## src/rtl/pwi_pkg.sv

```systemverilog
package pwi_pkg;
    typedef enum logic [1:0] {
        MSEL_NRISE = 2'd0,
        MSEL_NFALL = 2'd1,
        MSEL_SRISE = 2'd2,
        MSEL_SFALL = 2'd3
    } msel_e;

    typedef enum logic {
        ST_QUIET = 1'b0,
        ST_ALERT = 1'b1
    } pend_e;

    localparam int NUM_MASK_REGS = 4;
endpackage

```

## src/rtl/pwi_sync.sv

```systemverilog
module pwi_sync #(
    parameter int W      = 8,
    parameter int STAGES = 2
) (
    input  logic         clk,
    input  logic         rst_n,
    input  logic [W-1:0] d,
    output logic [W-1:0] q
);
    logic [W-1:0] chain [STAGES];

    always_ff @(posedge clk or negedge rst_n) begin
        if (!rst_n) begin
            for (int s = 0; s < STAGES; s++) chain[s] <= '0;
        end else begin
            chain[0] <= d;
            for (int s = 1; s < STAGES; s++) chain[s] <= chain[s-1];
        end
    end

    assign q = chain[STAGES-1];
endmodule

```

## src/rtl/pwi_edge.sv

```systemverilog
module pwi_edge #(
    parameter int W = 8
) (
    input  logic         clk,
    input  logic         rst_n,
    input  logic [W-1:0] lvl,
    output logic [W-1:0] rise,
    output logic [W-1:0] fall
);
    logic [W-1:0] prev;

    always_ff @(posedge clk or negedge rst_n) begin
        if (!rst_n) prev <= '0;
        else        prev <= lvl;
    end

    assign rise = lvl & ~prev;
    assign fall = ~lvl & prev;
endmodule

```

## src/rtl/pwi_maskbank.sv

```systemverilog
module pwi_maskbank #(
    parameter int W    = 8,
    parameter int NREG = 4
) (
    input  logic                     clk,
    input  logic                     rst_n,
    input  logic                     soft_por,
    input  logic                     wr_en,
    input  logic [$clog2(NREG)-1:0]  wr_sel,
    input  logic [W-1:0]             wr_data,
    output logic [NREG-1:0][W-1:0]   regs
);
    localparam int SELW = $clog2(NREG);

    always_ff @(posedge clk or negedge rst_n) begin
        if (!rst_n) begin
            regs <= '1;
        end else if (soft_por) begin
            regs <= '1;
        end else if (wr_en) begin
            for (int g = 0; g < NREG; g++) begin
                if (wr_sel == SELW'(g)) regs[g] <= wr_data;
            end
        end
    end
endmodule

```

## src/rtl/pinwatch_irq.sv

```systemverilog
module pinwatch_irq
    import pwi_pkg::*;
#(
    parameter int NPIN = 8
) (
    input  logic            clk,
    input  logic            rst_n,
    input  logic [NPIN-1:0] pin_in,
    input  logic            thermal_fault,
    input  logic            suspend_mode,
    input  logic            mask_wr,
    input  logic [1:0]      mask_sel,
    input  logic [NPIN-1:0] mask_data,
    input  logic            soft_por,
    input  logic            alert_ack,
    output logic            alert_oe
);
    localparam int SW = NPIN + 1;   // pins plus thermal flag

    logic [SW-1:0] sync_q;
    logic [SW-1:0] rise_v;
    logic [SW-1:0] fall_v;
    logic [NUM_MASK_REGS-1:0][NPIN-1:0] mask_regs;
    logic [NPIN-1:0] rmask;
    logic [NPIN-1:0] fmask;
    logic [SW-1:0]   rise_mx;
    logic [SW-1:0]   fall_mx;
    logic            set_evt;
    logic            therm_rise;
    logic            clr_req;
    pend_e           state, nxt;

    pwi_sync #(.W(SW), .STAGES(2)) u_sync (
        .clk  (clk),
        .rst_n(rst_n),
        .d    ({thermal_fault, pin_in}),
        .q    (sync_q)
    );

    pwi_edge #(.W(SW)) u_edge (
        .clk  (clk),
        .rst_n(rst_n),
        .lvl  (sync_q),
        .rise (rise_v),
        .fall (fall_v)
    );

    pwi_maskbank #(.W(NPIN), .NREG(NUM_MASK_REGS)) u_masks (
        .clk     (clk),
        .rst_n   (rst_n),
        .soft_por(soft_por),
        .wr_en   (mask_wr),
        .wr_sel  (mask_sel),
        .wr_data (mask_data),
        .regs    (mask_regs)
    );

    // mode picks the active mask pair
    assign rmask = suspend_mode ? mask_regs[MSEL_SRISE] : mask_regs[MSEL_NRISE];
    assign fmask = suspend_mode ? mask_regs[MSEL_SFALL] : mask_regs[MSEL_NFALL];

    // thermal rise never masked, thermal fall always masked
    assign rise_mx = {1'b0, rmask};
    assign fall_mx = {1'b1, fmask};

    assign therm_rise = rise_v[NPIN];
    assign set_evt    = |(rise_v & ~rise_mx) | |(fall_v & ~fall_mx);
    assign clr_req    = soft_por | alert_ack;

    always_ff @(posedge clk or negedge rst_n) begin
        if (!rst_n) state <= ST_QUIET;
        else        state <= nxt;
    end

    always_comb begin
        nxt = state;
        unique case (state)
            ST_QUIET: if (set_evt)              nxt = ST_ALERT;  // RAISE
            ST_ALERT: if (clr_req && !set_evt)  nxt = ST_QUIET;  // CLEAR
            default:                            nxt = ST_QUIET;
        endcase
    end

    always_comb begin
        alert_oe = (state == ST_ALERT);
    end
endmodule

```

## config.mk

```make
export PLATFORM = sky130hd
export DESIGN_NAME = pinwatch_irq
export DESIGN_NICKNAME = d
export VERILOG_FILES = /design/src/rtl/pwi_pkg.sv /design/src/rtl/pwi_sync.sv /design/src/rtl/pwi_edge.sv /design/src/rtl/pwi_maskbank.sv /design/src/rtl/pinwatch_irq.sv
export SDC_FILE = /design/constraint.sdc
export NUM_CORES = 1
export LEC_CHECK = 0
export BUFFER_PORTS_ARGS = -buffer_cell sky130_fd_sc_hd__buf_2
export CAP_MARGIN = 15
export CORE_ASPECT_RATIO = 1.1
export CORE_MARGIN = 2
export CORE_UTILIZATION = 46
export DETAILED_ROUTE_END_ITERATION = 16
export GPL_TIMING_DRIVEN = 0
export SLEW_MARGIN = 20
export SYNTH_ARGS = -nofsm -noshare
export SYNTH_HDL_FRONTEND = slang
export SYNTH_HIERARCHICAL = 1
export SYNTH_SLANG_ARGS = --single-unit
```

## constraint.sdc

```tcl
create_clock -name clk -period 1.85 [get_ports clk]
set_clock_uncertainty 0.15 [all_clocks]
set_input_delay 0.185 -clock clk [delete_from_list [all_inputs] [get_ports clk]]
set_output_delay 0.185 -clock clk [all_outputs]
set_load 0.1 [all_outputs]
```

; Word level (Yosys, flattened, before mapping)
; Cells that the tools add are included.
; W data, S select, Z words.
[totals]
reg_bits = 60
input_bits = 25
output_inout_bits = 1
wordCells = 47
[op_classes]
n_eq_ne = 3
mux = 11
n_bitwise = 11
n_reduce_logical = 14
[ops]
columns = cell, count
row1 = $mux W32, 2
row2 = $mux W8, 6
row3 = $and A9 B9 Y9, 4
row4 = $not A9 Y9, 3
row5 = $reduce_or A9 Y1, 2
row6 = $reduce_bool A2 Y1, 5
row7 = $not A8 Y9, 1
row8 = $reduce_and A2 Y1, 4
row9 = $eq A2 B2 Y1 const B, 2
row10 = $eq A2 B1 Y1 const B, 1
row11 = $logic_not A2 Y1, 1
row12 = $mux W1, 2
row13 = $or A1 B1 Y1, 2
row14 = $pmux W1 S2, 1
row15 = $logic_and A1 B1 Y1, 1
row16 = $logic_not A1 Y1, 1
row17 = $not A1 Y1, 1

; Depth between registers and ports, before layout
; Gate-level depths: netlist of run 1.
[logic_depth]
ltp_word = 9
depth_mapped = 6
mapped_depth_nobuf = 5

; Hierarchy
; Netlist of run 1, hierarchy kept.
[modules_own_cells]
columns = module, n_inst, cells_each, area_per_inst_um2, seq_area_each_um2
row1 = pwi_maskbank, 1, 115, 1377.6, 840.8
row2 = pwi_sync, 1, 27, 518.0, 450.4
row3 = pwi_edge, 1, 27, 382.9, 225.2
row4 = pinwatch_irq, 1, 32, 307.8, 25.0

; Least setup slack after synthesis of run 1
; No wires, ideal clock.
[synth_timing]
path_kind = flip-flop to flip-flop
startpoint = register state, in the netlist alert_oe
endpoint = register state, in the netlist alert_oe
setup_time_ps = 138
arrival_time_ps = 1376
required_time_ps = 1562
setup_slack_ps = 186
path_stages_with_launch = 4
path_buffers = 0
synth_period_minus_slack_ps = 1664
cell_sequence = dfrtp_1 -> a221oi_1 -> and4_1 -> nand4_1
[synth_between]
elab_chain_cells = 2
[synth_lines]
columns = item, line_no
row1 = "start, declared", pinwatch_irq.sv:31  ; pend_e state, nxt;
row2 = "start signal, assigned", pinwatch_irq.sv:72  ; else state <= nxt;
row3 = $not A1 Y1, pinwatch_irq.sv:77  ; unique case (state)
row4 = $pmux W1 S2 *, pinwatch_irq.sv:77
row5 = via nxt, pinwatch_irq.sv:31
; Mark *: on every way through the listed nets, which the timed path passes. The rest lies on a longest branch.
; A chain may end at the register's enable or synchronous reset.

; Final worst setup path of run 1
[layout_timing]
startpoint = register u_masks/regs[27] in the netlist's numbering
endpoint = register state, in the netlist alert_oe
[layout_between]
elab_chain_cells = 9
elab_cells_between_ends = 10
classes_between = mux (4) / bitwise (3) / reduce/logical (3)
[layout_lines]
columns = item, line_no
row1 = "start, declared", pwi_maskbank.sv:11  ; output logic [NREG-1:0][W-1:0] regs
row2 = "start signal, assigned by index", pwi_maskbank.sv:22  ; if (wr_sel == SELW'(g)) regs[g] <= wr_data;
row3 = $mux W8 *, pinwatch_irq.sv:60  ; assign fmask = suspend_mode ? mask_regs[MSEL_SFALL] : mask_regs[MSEL_NFALL];
row4 = $not A9 Y9 *, pinwatch_irq.sv:67  ; assign set_evt = |(rise_v & ~rise_mx) | |(fall_v & ~fall_mx);
row5 = $and A9 B9 Y9 *, pinwatch_irq.sv:67
row6 = $reduce_or A9 Y1 *, pinwatch_irq.sv:67
row7 = $or A1 B1 Y1 *, pinwatch_irq.sv:67
row8 = $logic_not A1 Y1, pinwatch_irq.sv:79  ; ST_ALERT: if (clr_req && !set_evt) nxt = ST_QUIET;
row9 = $logic_and A1 B1 Y1, pinwatch_irq.sv:79
row10 = $mux W1, pinwatch_irq.sv:79
row11 = $pmux W1 S2 *, pinwatch_irq.sv:77
row12 = via nxt, pinwatch_irq.sv:31
; Marks and branches as above.

==> results of run 1 <==
-- power groups by stage --
stage | sequential, mW | combinational, mW | clock [mW]
global placement | 1.43 | 0.250 | 0
global route | 1.42 | 0.294 | 1.10
detailed placement | 1.44 | 0.257 | 0
finish | 1.41 | 0.270 | 1.01
floorplan | 1.45 | 0.138 | 0
CTS | 1.41 | 0.273 | 1.05
-- metal layers --
metal,up-vias,GRT usage
met5,-,0
met4,0,0.0947
met3,5,0.0400
met2,29,0.301
met1,802,0.234
li1,760,-
-- layout make-up --
type,count,share of cell area
Buffer,18,0.0441
Tap cell,75,0.0306
Multi-Input combinational cell,120,0.291
Sequential cell,60,0.503
Inverter,2,0.00245
Clock buffer,14,0.0530
Timing Repair Buffer,34,0.0726
Clock inverter,2,0.00326
-- worst register-to-register path, delay by kind of cell (launching register included) --
kind | cells | cell delay, ps
compound gates | 1 | 320
flops | 1 | 540
mux | 1 | 80
simple gates | 2 | 350
-- metrics by stage --
step	hold WS [ps]	utilization	setup slack, ps	cells
3_5_place_dp	144	0.518	259	299
6_report	15.4	0.568	278	325
4_1_cts	3.75	0.568	239	325
3_3_place_gp	144	0.517	288	299
2_1_floorplan	-261	-	186	200
5_1_grt	14.7	0.568	140	325
-- final timing paths --
kind,start,to,cells after the start
max in group asynchronous,rst_n,u_sync/q[0],2
max,u_masks/regs[27],alert_oe,4
min reg2reg,u_sync/chain[16],u_sync/q[7],0
max reg2reg,u_masks/regs[27],alert_oe,4
min,mask_data[1],u_masks/regs[9],3
min in group asynchronous,rst_n,u_sync/chain[17],2
-- registers in the layout, summed over array words and instances (netlist names) --
name,cells
u_edge/prev,9
alert_oe,1
u_sync/q,9
u_masks/regs,32
u_sync/chain,9
-- placed cells by master (no fill, tap or decap), types with 2 or more instances in the layout --
master and count:
buf_1 2, inv_1 2, a22oi_1 3, nor2_1 41, dfrtp_1 28, mux2i_1 46
dlygate4sd3_1 10, and2b_2 17, buf_6 2, clkbuf_8 11, buf_2 25, clkbuf_1 5
dfstp_2 32, buf_4 10, clkinv_2 2
==> results.tsv, run 1 <==
metric	value	unit
hp-class	input pin to register	
gp_congestion	0.765	
cts_root_buffer	clkbuf_8	
netlist_area	2580	µm²
grtUsageTotal	0.186	
grt_overflow	0	
dr.max_layer_used	met4	
post_cts_resized	0	
syn2layout_area_growth	19.0	%
swShare	0.234	
wl_met3	130	µm
period_share	0.850	
drc	0	
period_needed	1570	ps
power_leakage	1.48	nW
crit_fanout	2	
ios	26	
end_kind	register	
num_vias	1596	
fin_nets	270	
ys_warn_count	6	
cp_data_required_time	1880	ps
die_h	82.5	µm
synth_nets	225	
wl	5060	µm
place_area	2790	µm²
portBuffers	24	
dpl.hpwl	3410	µm
grt_pass1_vias	1620	
dieArea	6220	µm²
finalSetupViolCount	0	
cts_max_path_buffers	2	
arrival	1600	ps
wl_met2	2580	µm
vias_per_cell	4.91	
cts_setup_buffers	0	
cpMaxStageDelayCell	dfstp_2	
grt_pass1_wl	8060	µm
pwr-share-comb	0.100	
initial_core_util	0.478	
dr.pass1.iters	5	
seq_area	1540	µm²
crit_path_max_incr_delay	540	ps
p_sw	630	µW
dieWidth	75.4	µm
syn_inst	200	
core_area	5400	µm²
wl_met1	2290	µm
p_int	2.06	mW
cts_tree	done	
synth.avg_cell_area	12.9	µm²
h-tree-depth	3	
slew_headroom	0.519	
clk_latency	320	ps
tns	0	ps
routedWlPerCell	15.6	µm
ctsHoldBuffers	10	
grt_antenna_before_repair	0	
worst_path_dominant_cell_family	flip-flops	
power.total	2.69	mW
clockPowerShare	0.375	
postRouteAntennaNets	0	
grt_max_degree	61	
crit_buf_inv	0	
drv_slew	0	
p_per_area	878	nW/µm²
fin_area	3070	µm²
fmax	636	MHz
multi_input_area	893	µm²
diodes	0	
rows	28	
cts.clk_slew.worst_paths	60	ps
crit_path_cell_trace	mux2i_1 > a221oi_1 > and4_1 > nand4_1	
drt-initial-drc-count	51	
worst_pin_slew	722	ps
crit_path_start_kind	register	
ir_drop	0.000604	V
cts_sinks	60	
finalHoldViolCount	0	
fill_cells	474	
drive_gt1_frac	0.404	
critPathKind	register to register	
cts_made_buffers	9	
cap_viol_max_count	0	
rsz0062_at_grt	no	
outcome	finished clean	
pwr-share-seq	0.525	
reg2reg_slack	280	ps
No activity file was read; power rests on OpenSTA's default activity.
==> run 2, diff against run 1 <==
==> constraint.sdc (replaced) <==
create_clock -name clk -period 1.62 [get_ports clk]
set_clock_uncertainty 0.15 [all_clocks]
set_input_delay 0.162 -clock clk [delete_from_list [all_inputs] [get_ports clk]]
set_output_delay 0.162 -clock clk [all_outputs]
set_load 0.1 [all_outputs]
==> results.tsv, run 2 (same netlist as run 1, synthesis figures left out) <==
metric	value	unit	change
finalHoldViolCount	0		unchanged
min_from	mask_sel[1]		
grt_pass1_vias	1712		+5.7%
ir_drop	0.000692	V	+15%
cts_setup_buffers	0		unchanged
ios	26		unchanged
rsz0062_at_grt	no		
drt-initial-drc-count	89		+75%
p_int	2.44	mW	+18%
h-tree-depth	3		unchanged
cpMaxStageDelayCell	dfrtp_1		
fmax	668	MHz	+5.0%
p_sw	776	µW	+23%
dieArea	6220	µm²	unchanged
wl_met1	2330	µm	+2.1%
vias_per_cell	4.86		-1.1%
worstHoldPathCells	4		+1
crit_path_cell_trace	buf_4 > and2b_2 > a22o_1 > a221oi_2 > nand4_1		
pwr-share-seq	0.503		-0.022
grt_pass1_wl	8220	µm	+2.0%
portBuffers	24		unchanged
power_leakage	1.52	nW	+2.4%
fin_cells	333		+2.5%
drv_slew	0		unchanged
finalSetupViolCount	0		unchanged
num_vias	1618		+1.4%
wl	5160	µm	+2.0%
drive_gt1_frac	0.411		+0.00685
gp_congestion	0.766		about the same
cap_viol_max_count	0		unchanged
wl_met2	2610	µm	+1.0%
min_to	u_masks/regs[2]		
cts.clk_slew.worst_paths	70	ps	about the same
initial_core_util	0.478		unchanged
grt_max_degree	61		unchanged
period_share	0.924		+0.0744
outcome	finished clean		
grtUsageTotal	0.188		+0.00178
core_area	5400	µm²	unchanged
wl_met3	174	µm	+34%
worst_pin_slew	732	ps	+10.1 ps
rr_startpoint	u_sync/q[3]		
pwr-share-comb	0.101		about the same
rr_worst_depth	5		+1
reg2reg_slack	120	ps	-160 ps
die_h	82.5	µm	unchanged
rows	28		unchanged
crit_fanout	3		+1
clockPowerShare	0.395		+0.020
final_common_cell	mux2i_1		
period_needed	1500	ps	-74.8 ps
swShare	0.242		+0.00777
dpl.hpwl	3440	µm	+0.63%
routedWlPerCell	15.5	µm	-0.42%
regMostFlops	u_masks/regs		
largest_reg_flops	32		unchanged
slew_headroom	0.512		-0.00672
p_per_area	1010	nW/µm²	+15%
fin_nets	278		+3.0%
cts_sinks	60		unchanged
end_kind	register		
postRouteAntennaNets	0		unchanged
hp-class	input pin to register		
grt_antenna_before_repair	0		unchanged
layout_common_cells	mux2i_1 (46), nor2_1 (41), dfstp_2 (32)		
cp_data_required_time	1650	ps	-230 ps
cts_root_buffer	clkbuf_8		
cts_made_buffers	9		unchanged
crit_path_max_incr_delay	360	ps	-180 ps
reg2reg_to	alert_oe		
diodes	0		unchanged
crit_path_start_kind	register		
dr.max_layer_used	met4		
crit_buf_inv	1		+1
drc	0		unchanged
critPathKind	register to register		
cts_max_path_buffers	2		unchanged
syn2layout_area_growth	23.1	%	
fill_cells	472		-0.42%
dr.pass1.iters	4		-1
dieWidth	75.4	µm	unchanged
worst_path_dominant_cell_family	compound AO/OA/AOI/OAI gates		
numPlacedInstances	299		unchanged
arrival	1530	ps	-70 ps
tns	0	ps	unchanged
clk_latency	320	ps	about the same
cts_tree	done		
grt_overflow	0		unchanged
-- run 2: cell types whose count changed in the layout (fill, tap and decap cells not counted) --
cell	before	now
clkbuf_8	11	9
clkbuf_1	5	2
clkinv_2	2	3
a221oi_2	1	2
bufinv_16	0	1
dfrtp_1	28	27
clkinvlp_4	0	3
dfrtp_2	0	1
a221oi_1	1	0
dlygate4sd3_1	10	18
-- run 2: cell type report --
type / instances / area [µm²] / share of cell area
buffer: 18 / 135 / 0.0426
inverter: 2 / 7.51 / 0.00237
clock buffer: 9 / 124 / 0.0390
sequential: 60 / 1540 / 0.486
timing repair buffer: 42 / 303 / 0.0954
clock inverter: 7 / 67.6 / 0.0213
tap: 75 / 93.8 / 0.0296
multi-input combinational: 120 / 900 / 0.284
-- run 2: timing repair --
item | CTS | global route
hold buffers | 18 | 0
hold endpoints to repair | 57 | 0
setup endpoints to repair | 0 | 1
gates resized for setup | 0 | 1
-- run 2: worst max-delay path by stage --
stage / start / cells past startpoint / slack, ps / end
2_1_floorplan: alert_oe / 3 / 170 / alert_oe
3_3_place_gp: u_masks/regs[27] / 4 / 60 / alert_oe
3_5_place_dp: u_masks/regs[11] / 4 / 30 / alert_oe
4_1_cts: u_masks/regs[27] / 4 / 3 / alert_oe
5_1_grt: u_sync/q[3] / 5 / 40 / alert_oe
6_report: u_sync/q[3] / 5 / 120 / alert_oe
-- run 2: power groups by stage --
stage / Combinational, mW / Clock, mW / Sequential (mW)
2_1_floorplan: 0.157 / 0 / 1.66
3_3_place_gp: 0.285 / 0 / 1.64
3_5_place_dp: 0.294 / 0 / 1.64
4_1_cts: 0.327 / 1.31 / 1.62
5_1_grt: 0.354 / 1.40 / 1.62
6_report: 0.325 / 1.27 / 1.62
-- run 2: worst register-to-register path: stages (launching register included) --
cell,delay (ps)
dfrtp_1,360
buf_4,130
and2b_2,180
a22o_1,230
a221oi_2,180
nand4_1,140
-- run 2: per-stage QoR --
step | utilization | setup slack (ps) | hold slack [ps] | power, mW | cell area (µm²)
final | 0.588 | 123 | 155 | 3.21 | 3170
after global routing | 0.588 | 39.3 | 170 | 3.37 | 3170
after CTS | 0.587 | 3.26 | 141 | 3.25 | 3170
after detailed placement | 0.518 | 28.3 | 121 | 1.93 | 2800
after global placement | 0.518 | 56.3 | 121 | 1.92 | 2790
after floorplan | - | 165 | -284 | 1.82 | 2580
-- run 2: metal layers --
metal	global-route usage	vias up
met5	0	-
li1	-	771
met1	0.232	811
met4	0.0860	0
met3	0.0413	4
met2	0.312	32
